===== src/rtl/sd_pkg.sv =====
`timescale 1ns/1ps
package sd_pkg;
  localparam int RES_W     = 12;
  localparam int GAIN_W    = 12;
  localparam int GAIN_FRAC = 11;
  localparam int RES_MAX   = (1 << RES_W) - 1;
endpackage


===== src/rtl/sd_cic3.sv =====
`timescale 1ns/1ps
module sd_cic3 #(
  parameter int STAGES   = 3,
  parameter int DEC_LOG2 = 6,
  localparam int ACC_W   = STAGES * DEC_LOG2 + 1
) (
  input  logic             clk_i,
  input  logic             rst_ni,
  input  logic             en_i,
  input  logic             bit_i,
  input  logic             dec_i,
  input  logic             clr_i,
  output logic [ACC_W-1:0] y_o
);
  logic [ACC_W-1:0] integ_q [STAGES];
  logic [ACC_W-1:0] integ_d [STAGES];
  logic [ACC_W-1:0] dly_q   [STAGES];
  logic [ACC_W-1:0] comb_in [STAGES];
  logic [ACC_W-1:0] comb    [STAGES];

  for (genvar s = 0; s < STAGES; s++) begin : g_stage
    if (s == 0) begin : g_first
      assign integ_d[s] = integ_q[s] + {{(ACC_W-1){1'b0}}, bit_i};
      assign comb_in[s] = integ_d[STAGES-1];
    end else begin : g_next
      assign integ_d[s] = integ_q[s] + integ_d[s-1];
      assign comb_in[s] = comb[s-1];
    end
    assign comb[s] = comb_in[s] - dly_q[s];

    always_ff @(posedge clk_i or negedge rst_ni) begin
      if (!rst_ni) begin
        integ_q[s] <= '0;
        dly_q[s]   <= '0;
      end else if (en_i) begin
        if (clr_i) begin
          integ_q[s] <= '0;
          dly_q[s]   <= '0;
        end else begin
          integ_q[s] <= integ_d[s];
          if (dec_i) dly_q[s] <= comb_in[s];
        end
      end
    end
  end

  // combinational comb output: valid on the accepting edge of a decimation bit
  assign y_o = comb[STAGES-1];
endmodule


===== src/rtl/sd_slot_seq.sv =====
`timescale 1ns/1ps
module sd_slot_seq #(
  parameter int NUM_CH   = 4,
  parameter int DEC_LOG2 = 6,
  parameter int CONV_LEN = 192,
  localparam int CH_W    = $clog2(NUM_CH),
  localparam int CNT_W   = $clog2(CONV_LEN)
) (
  input  logic            clk_i,
  input  logic            rst_ni,
  input  logic            bit_en_i,
  input  logic            blank_i,
  output logic            dec_o,
  output logic            clr_o,
  output logic            done_o,
  output logic [CH_W-1:0] ch_o
);
  logic [CNT_W-1:0] cnt_q;
  logic             dirty_q;
  logic [CH_W-1:0]  ch_q;
  logic             last_w, end_w;

  assign last_w = (cnt_q == CNT_W'(CONV_LEN - 1));
  assign end_w  = bit_en_i && last_w;
  assign dec_o  = bit_en_i && (cnt_q[DEC_LOG2-1:0] == '1);
  assign clr_o  = end_w;
  assign done_o = end_w && !(dirty_q || blank_i);
  assign ch_o   = ch_q;

  always_ff @(posedge clk_i or negedge rst_ni) begin
    if (!rst_ni) begin
      cnt_q   <= '0;
      dirty_q <= 1'b0;
      ch_q    <= '0;
    end else begin
      if (bit_en_i) cnt_q <= last_w ? '0 : cnt_q + 1'b1;
      if (end_w)        dirty_q <= 1'b0;
      else if (blank_i) dirty_q <= 1'b1;
      if (done_o) ch_q <= (ch_q == CH_W'(NUM_CH - 1)) ? '0 : ch_q + 1'b1;
    end
  end
endmodule


===== src/rtl/sd_trim.sv =====
`timescale 1ns/1ps
module sd_trim
  import sd_pkg::*;
#(
  parameter int ACC_W  = 19,
  parameter int RAW_SH = 6,
  parameter int CH_W   = 2
) (
  input  logic              clk_i,
  input  logic              rst_ni,
  input  logic              done_i,
  input  logic [CH_W-1:0]   ch_i,
  input  logic [ACC_W-1:0]  y_i,
  input  logic [RES_W-1:0]  offset_i,
  input  logic [GAIN_W-1:0] gain_i,
  output logic [RES_W-1:0]  result_o,
  output logic [CH_W-1:0]   chan_o,
  output logic              valid_o
);
  localparam int PW = RES_W + GAIN_W + 2;

  logic [ACC_W-1:0]     raw_ext;
  logic [RES_W-1:0]     raw;
  logic signed [RES_W:0] diff;
  logic [PW-1:0]        prod_u;
  logic signed [PW-1:0] scaled;
  logic [RES_W-1:0]     sat;

  assign raw_ext = y_i >> RAW_SH;
  assign raw     = (raw_ext > ACC_W'(RES_MAX)) ? RES_W'(RES_MAX) : raw_ext[RES_W-1:0];
  assign diff    = $signed({1'b0, raw}) - $signed({1'b0, offset_i});
  // two's complement product in PW bits; low PW bits are exact
  assign prod_u  = {{(PW-RES_W-1){diff[RES_W]}}, diff} * {{(PW-GAIN_W){1'b0}}, gain_i};
  assign scaled  = $signed(prod_u) >>> GAIN_FRAC;

  always_comb begin
    if (scaled < 0)                          sat = '0;
    else if (scaled > $signed(PW'(RES_MAX))) sat = RES_W'(RES_MAX);
    else                                     sat = scaled[RES_W-1:0];
  end

  always_ff @(posedge clk_i or negedge rst_ni) begin
    if (!rst_ni) begin
      result_o <= '0;
      chan_o   <= '0;
      valid_o  <= 1'b0;
    end else begin
      valid_o <= done_i;
      if (done_i) begin
        result_o <= sat;
        chan_o   <= ch_i;
      end
    end
  end
endmodule


===== src/rtl/sd_decim_seq.sv =====
`timescale 1ns/1ps
module sd_decim_seq
  import sd_pkg::*;
#(
  parameter int NUM_CH   = 4,
  parameter int STAGES   = 3,
  parameter int DEC_LOG2 = 6,
  localparam int CH_W     = $clog2(NUM_CH),
  localparam int CONV_LEN = STAGES * (1 << DEC_LOG2),
  localparam int ACC_W    = STAGES * DEC_LOG2 + 1,
  localparam int RAW_SH   = STAGES * DEC_LOG2 - RES_W
) (
  input  logic              clk_i,
  input  logic              rst_ni,
  input  logic              bit_en_i,
  input  logic              bit_i,
  input  logic              blank_i,
  input  logic [RES_W-1:0]  offset_i,
  input  logic [GAIN_W-1:0] gain_i,
  output logic [CH_W-1:0]   mux_sel_o,
  output logic [RES_W-1:0]  result_o,
  output logic [CH_W-1:0]   chan_o,
  output logic              valid_o
);
  logic             dec_w, clr_w, done_w;
  logic [ACC_W-1:0] y_w;

  sd_slot_seq #(.NUM_CH(NUM_CH), .DEC_LOG2(DEC_LOG2), .CONV_LEN(CONV_LEN)) u_seq (
    .clk_i(clk_i), .rst_ni(rst_ni), .bit_en_i(bit_en_i), .blank_i(blank_i),
    .dec_o(dec_w), .clr_o(clr_w), .done_o(done_w), .ch_o(mux_sel_o)
  );

  sd_cic3 #(.STAGES(STAGES), .DEC_LOG2(DEC_LOG2)) u_cic (
    .clk_i(clk_i), .rst_ni(rst_ni), .en_i(bit_en_i), .bit_i(bit_i),
    .dec_i(dec_w), .clr_i(clr_w), .y_o(y_w)
  );

  sd_trim #(.ACC_W(ACC_W), .RAW_SH(RAW_SH), .CH_W(CH_W)) u_trim (
    .clk_i(clk_i), .rst_ni(rst_ni), .done_i(done_w), .ch_i(mux_sel_o), .y_i(y_w),
    .offset_i(offset_i), .gain_i(gain_i),
    .result_o(result_o), .chan_o(chan_o), .valid_o(valid_o)
  );
endmodule


===== config.mk =====
export PLATFORM = sky130hd
export DESIGN_NAME = sd_decim_seq
export DESIGN_NICKNAME = d
export VERILOG_FILES = /design/src/rtl/sd_pkg.sv /design/src/rtl/sd_cic3.sv /design/src/rtl/sd_slot_seq.sv /design/src/rtl/sd_trim.sv /design/src/rtl/sd_decim_seq.sv
export SDC_FILE = /design/constraint.sdc
export NUM_CORES = 1
export LEC_CHECK = 0
export BUFFER_PORTS_ARGS = -buffer_cell sky130_fd_sc_hd__buf_4
export CAP_MARGIN = 20
export CORE_MARGIN = 8
export CORE_UTILIZATION = 43
export CTS_BUF_LIST = sky130_fd_sc_hd__clkbuf_8 sky130_fd_sc_hd__clkbuf_16
export DETAILED_ROUTE_END_ITERATION = 10
export GPL_TIMING_DRIVEN = 0
export PLACE_DENSITY = 0.6
export REMOVE_ABC_BUFFERS = 1
export SLEW_MARGIN = 20
export SYNTH_ARGS = -nofsm -noshare
export SYNTH_HDL_FRONTEND = slang
export SYNTH_HIERARCHICAL = 1
export SYNTH_SLANG_ARGS = --single-unit

===== constraint.sdc =====
create_clock -name clk_i -period 17.9 [get_ports clk_i]
set_clock_uncertainty 0.15 [all_clocks]
set_input_delay 3.58 -clock clk_i [delete_from_list [all_inputs] [get_ports clk_i]]
set_output_delay 3.58 -clock clk_i [all_outputs]
set_load 0.01 [all_outputs]

==> results of run 1 <==
==> timing repair <==
action,CTS,global route
resized for setup,50,92
endpoints found under the setup margin,12,12
endpoints found under the hold margin,0,0
gates cloned,1,0
setup buffers,17,24
pin swaps,24,55
==> registers in the layout, indices dropped and copies added (netlist names) <==
register / count
u_seq/ch_o: 2
u_seq/dirty_q: 1
u_trim/valid_o: 1
u_trim/chan_o: 2
u_trim/result_o: 12
u_seq/cnt_q: 8
u_cic/dly_q: 57
u_cic/integ_q: 57
==> per-stage QoR <==
step | util | worst slack, ns
global placement | 0.453 | -1.64
finish | 0.504 | 0.590
CTS | 0.486 | 0.00431
floorplan | - | 0.260
detailed placement | 0.458 | -1.86
global route | 0.504 | -0.0975
==> critical path, delay by kind of cell <==
kind	cells	cell delay, ns
adders and majority gates	15	5.14
xor gates and xnor gates	5	1.04
and+or+nand+nor	8	1.72
AOI/OAI and AO/OA	27	4.87
buffers and inverters	10	1.10
==> worst max-delay path by stage <==
stage | depth (start not counted) | end | slack [ns]
2_1_floorplan | 62 | u_trim/result_o[0] | 0.26
3_3_place_gp | 63 | u_trim/result_o[7] | -1.64
3_5_place_dp | 64 | u_trim/result_o[1] | -1.86
4_1_cts | 66 | u_trim/result_o[1] | 0.004
5_1_grt | 68 | u_trim/result_o[1] | -0.1
6_report | 65 | u_trim/result_o[1] | 0.59
==> layer usage <==
metal	GRT usage	share of wire	vias up
met2	0.284	0.50	130
met4	0.0374	0.012	0
met1	0.204	0.46	6181
met3	0.0227	0.023	33
li1	-	-	6001
met5	0	0	-
==> layout make-up <==
class,count,area (sq um)
timing repair buffer,95,853
inverter,317,1190
multi-input combinational,1268,12100
sequential,140,3500
fill,3526,18600
clock buffer,17,425
tap,511,639
clock inverter,15,193
==> placed cells by master (no fill, tap or decap), types with 50 or more instances in the layout <==
cell     instances
inv_1          312
nand2_1        142
dfrtp_1        140
a22o_1          85
fa_1           151
o21ai_0         51
ha_1           151
and2_1          72
buf_4           83
a21oi_1         50
xnor2_1         64
nor2_1          69
==> results.sh, run 1 <==
export IMPL_cp_slowest_cell="fa_1"
export IMPL_final_layout_size_suffix_gt1_frac=0.153
export IMPL_cts_tree="built"
export IMPL_cts_max_level=4
export IMPL_antenna_cells=0
export IMPL_dp_hpwl_um=26900
export IMPL_drt_pass1_iter_count=5
export IMPL_start_util=0.434
export IMPL_rr_worst_depth=64
export IMPL_finalNonFillerCells=2363
export IMPL_wl_per_cell_um=14.9
export IMPL_critical_path_startpoint="bit_i"
export IMPL_finalWirelength_um=35200
export IMPL_postRouteAntennaNets=0
export IMPL_syn_instance_count=1780
export IMPL_min_path_cells=2
export IMPL_finalMaxSlewViolations=0
export IMPL_timing_final_crit_share=0.967
export IMPL_area_delta_synth_final_pct=16.3
export IMPL_drcViolationCount=0
export IMPL_avgSynthCellArea_sq_um=9.13
export IMPL_dr_total_vias=12345
export IMPL_ioPinCount=46
export IMPL_fin_nets=2191
export IMPL_synth_cell_area_sq_um=16300
export IMPL_die_h_um=210
export IMPL_r2r_end="u_trim/result_o[1]"
export IMPL_insertion_delay_ns=0.43
export IMPL_path_max_fanout=16
export IMPL_hold_end="u_cic/dly_q[32]"
export IMPL_r2r_start="u_cic/integ_q[38]"
export IMPL_place_inst=2287
export IMPL_relSlewSlack=0.257
export IMPL_start_kind="primary input"
export IMPL_status="finished clean"
export IMPL_cts_reportedPaths_clkPinSlew_ns=0.07
export IMPL_gr_total_overflow=0
export IMPL_hold_start="u_cic/dly_q[32]"
export IMPL_hold_slack_ns=0.335
export IMPL_drt_iter0_drc=504
export IMPL_arrival_ns=17.46
export IMPL_grt_pass1_wl_um=60000
export IMPL_cp_end_kind="register"
export IMPL_cts_sinks=140
export IMPL_stdcell_area_sq_um=18900
export IMPL_cts_buffers=17
export IMPL_crit_type="primary input to register"
export IMPL_io_buffers=45
export IMPL_grt_pass1_vias=12696
export IMPL_gp_congestion=0.811
export IMPL_rrSetupSlack_ns=3.43
export IMPL_fp_dieW_um=210
export IMPL_ys_warn_count=6
export IMPL_period_needed_ns=17.31
export IMPL_die_area_sq_um=44300
export IMPL_fin_tns_setup_ns=0
export IMPL_critical_path_required_ns=18.05
export IMPL_grt_max_degree=95
export IMPL_hold_viol=0
export IMPL_antenna_found_initial=0
export IMPL_worst_pin_slew_ns=1.11
export IMPL_dpl_cell_area_sq_um=17200
export IMPL_cap_violations=0
export IMPL_max_stage_delay_ns=0.54
export IMPL_fmax_mhz=57.8
export IMPL_vias_per_cell=5.22
export IMPL_cts_root_buffer="clkbuf_16"
export IMPL_min_path_type="register to register"
export IMPL_core_sq_um=37500
export IMPL_fp_row_count=71
export IMPL_clockBufferDepth=2
export IMPL_track_usage=0.160
export IMPL_cts_hold_buf=0
export IMPL_final_setup_viol_count=0
Power of run 1 is not shown: default switching activity piles up to over one toggle a cycle in this logic, so the estimate is an artifact.
==> run 2, diff against run 1 <==
--- a/config.mk
+++ b/config.mk
@@ -8,11 +8,11 @@
 export BUFFER_PORTS_ARGS = -buffer_cell sky130_fd_sc_hd__buf_4
 export CAP_MARGIN = 20
 export CORE_MARGIN = 8
-export CORE_UTILIZATION = 43
+export CORE_UTILIZATION = 40
 export CTS_BUF_LIST = sky130_fd_sc_hd__clkbuf_8 sky130_fd_sc_hd__clkbuf_16
 export DETAILED_ROUTE_END_ITERATION = 10
 export GPL_TIMING_DRIVEN = 0
-export PLACE_DENSITY = 0.6
+export PLACE_DENSITY = 0.56
 export REMOVE_ABC_BUFFERS = 1
 export SLEW_MARGIN = 20
 export SYNTH_ARGS = -nofsm -noshare
==> run 2 against run 1 <==
  * Die area is 6.9% higher
  * Final cell count increased by 1.1%
  * Via count fell by 2.0%
  * Sequential share of layout area is 0.10 points higher
  * Worst hold slack about the same
  * Global-route usage decreased by 1.1 points
  * Maximum frequency increased by 0.12%
  * Utilization fell by 4.0 points
  * Non-clock buffer count increased by 7
  * Critical path type unchanged
  * Largest cell class unchanged
==> results.sh, run 2 (same netlist as run 1, synthesis figures left out) <==
export IMPL_cts_root_buffer="clkbuf_16"
export IMPL_period_needed_ns=17.29
export IMPL_finalMaxSlewViolations=0
export IMPL_cts_hold_buf=0
export IMPL_drt_iter0_drc=530
export IMPL_fp_row_count=74
export IMPL_hold_viol=0
export IMPL_crit_type="primary input to register"
export IMPL_fin_nets=2197
export IMPL_final_setup_viol_count=0
export IMPL_pre_cts_slack_ns=-1.93
export IMPL_fp_dieW_um=218
export IMPL_wl_per_cell_um=14.6
export IMPL_io_buffers=45
export IMPL_hold_slack_ns=0.335
export IMPL_cap_violations=0
export IMPL_drcViolationCount=0
export IMPL_cp_common_cell="inv_1"
export IMPL_finalNonFillerCells=2390
export IMPL_ioPinCount=46
export IMPL_vias_per_cell=5.06
export IMPL_min_path_type="register to register"
export IMPL_drt_pass1_iter_count=5
export IMPL_grt_pass1_wl_um=60100
export IMPL_cts_tree="built"
export IMPL_max_stage_delay_ns=0.62
export IMPL_finalWirelength_um=34900
export IMPL_cp_end_kind="register"
export IMPL_final_layout_size_suffix_gt1_frac=0.147
export IMPL_layout_common_cells="inv_1, fa_1, ha_1"
export IMPL_gr_total_overflow=0
export IMPL_final_common_cell="inv_1"
export IMPL_hold_start="u_cic/dly_q[1]"
export IMPL_timing_final_crit_share=0.966
export IMPL_arrival_ns=17.46
export IMPL_antenna_found_initial=0
export IMPL_critical_path_startpoint="bit_i"
export IMPL_top_regs="u_cic/dly_q x57, u_cic/integ_q x57, u_trim/result_o x12"
export IMPL_r2r_start="u_cic/integ_q[38]"
export IMPL_antenna_cells=0
export IMPL_path_max_fanout=6
export IMPL_die_h_um=218
export IMPL_place_inst=2308
export IMPL_finish_utilization=0.465
export IMPL_relSlewSlack=0.302
export IMPL_postRouteAntennaNets=0
export IMPL_grt_pass1_vias=12714
export IMPL_track_usage=0.150
export IMPL_cts_buffers=17
export IMPL_start_kind="primary input"
export IMPL_area_delta_synth_final_pct=15.6
export IMPL_start_util=0.402
export IMPL_dr_total_vias=12098
export IMPL_cp_slowest_cell="fa_2"
export IMPL_critical_path_required_ns=18.07
export IMPL_finalWorstSetupSlack_ns=0.611
export IMPL_insertion_delay_ns=0.43
export IMPL_status="finished clean"
export IMPL_clockBufferDepth=2
export IMPL_dp_hpwl_um=27300
export IMPL_cts_sinks=140
export IMPL_grt_max_degree=87
export IMPL_gp_congestion=0.798
export IMPL_cts_max_level=4
export IMPL_fmax_mhz=57.8
export IMPL_worst_pin_slew_ns=1.04
export IMPL_core_sq_um=40500
export IMPL_cts_reportedPaths_clkPinSlew_ns=0.07
export IMPL_die_area_sq_um=47300
-- run 2: changes by cell type in the layout (fill, tap and decap cells not counted), moves of 3 or more --
cell        delta
nand3_2        -3
o21ai_0        +4
clkinvlp_4     +3
o21ai_2        -4
inv_8          -5
clkbuf_8       +4
buf_4          +6
-- run 2: routing by layer --
layer / part of all wire / GRT usage / up-vias
li1: - / - / 6015
met1: 0.47 / 0.189 / 5944
met2: 0.50 / 0.268 / 116
met3: 0.022 / 0.0212 / 23
met4: 0.011 / 0.0307 / 0
met5: 0 / 0 / -
-- run 2: cell type report --
cell class	instances	area (sq um)
Inverter	317	1190
Fill cell	3870	21700
Timing Repair Buffer	102	897
Clock buffer	20	467
Multi-Input combinational cell	1267	12000
Clock inverter	12	87.6
Tap cell	532	666
Sequential cell	140	3500
-- run 2: worst paths after layout --
path,end,slack (ns),depth (start not counted)
worst min-delay path,u_cic/dly_q[1],0.33,2
worst min register to register,u_cic/dly_q[1],0.33,2
min in group asynchronous,u_cic/dly_q[14],2.95,1
worst max register to register,u_trim/result_o[1],3.48,66
max in group asynchronous,u_cic/integ_q[44],13.86,2
worst max-delay path,u_trim/result_o[1],0.61,67
-- run 2: stage by stage --
stage                     setup TNS (ns)  instance area (sq um)
final                                  0                  18800
after floorplan                        0                  16000
after global routing              -0.262                  18800
after detailed placement          -22.88                  17200
after CTS                              0                  18100
after global placement            -20.61                  17000
-- run 2: worst max-delay path, delay by kind of cell --
kind | cells | cell delay [ns]
AND/OR/NAND/NOR | 17 | 2.44
AO/OA/AOI/OAI | 20 | 4.29
XOR/XNOR | 6 | 1.21
adder cells (fa/ha/maj) | 14 | 5.13
buffers and inverters | 10 | 0.80
-- run 2: repair_timing --
| action | 4_1_cts | 5_1_grt |
|---|---|---|
| gates cloned | 0 | 0 |
| buffers inserted | 18 | 29 |
| endpoints found under the setup margin | 12 | 12 |
| pin swaps | 20 | 63 |
| resized for setup | 42 | 81 |
Power of run 2 is left out for the same reason.
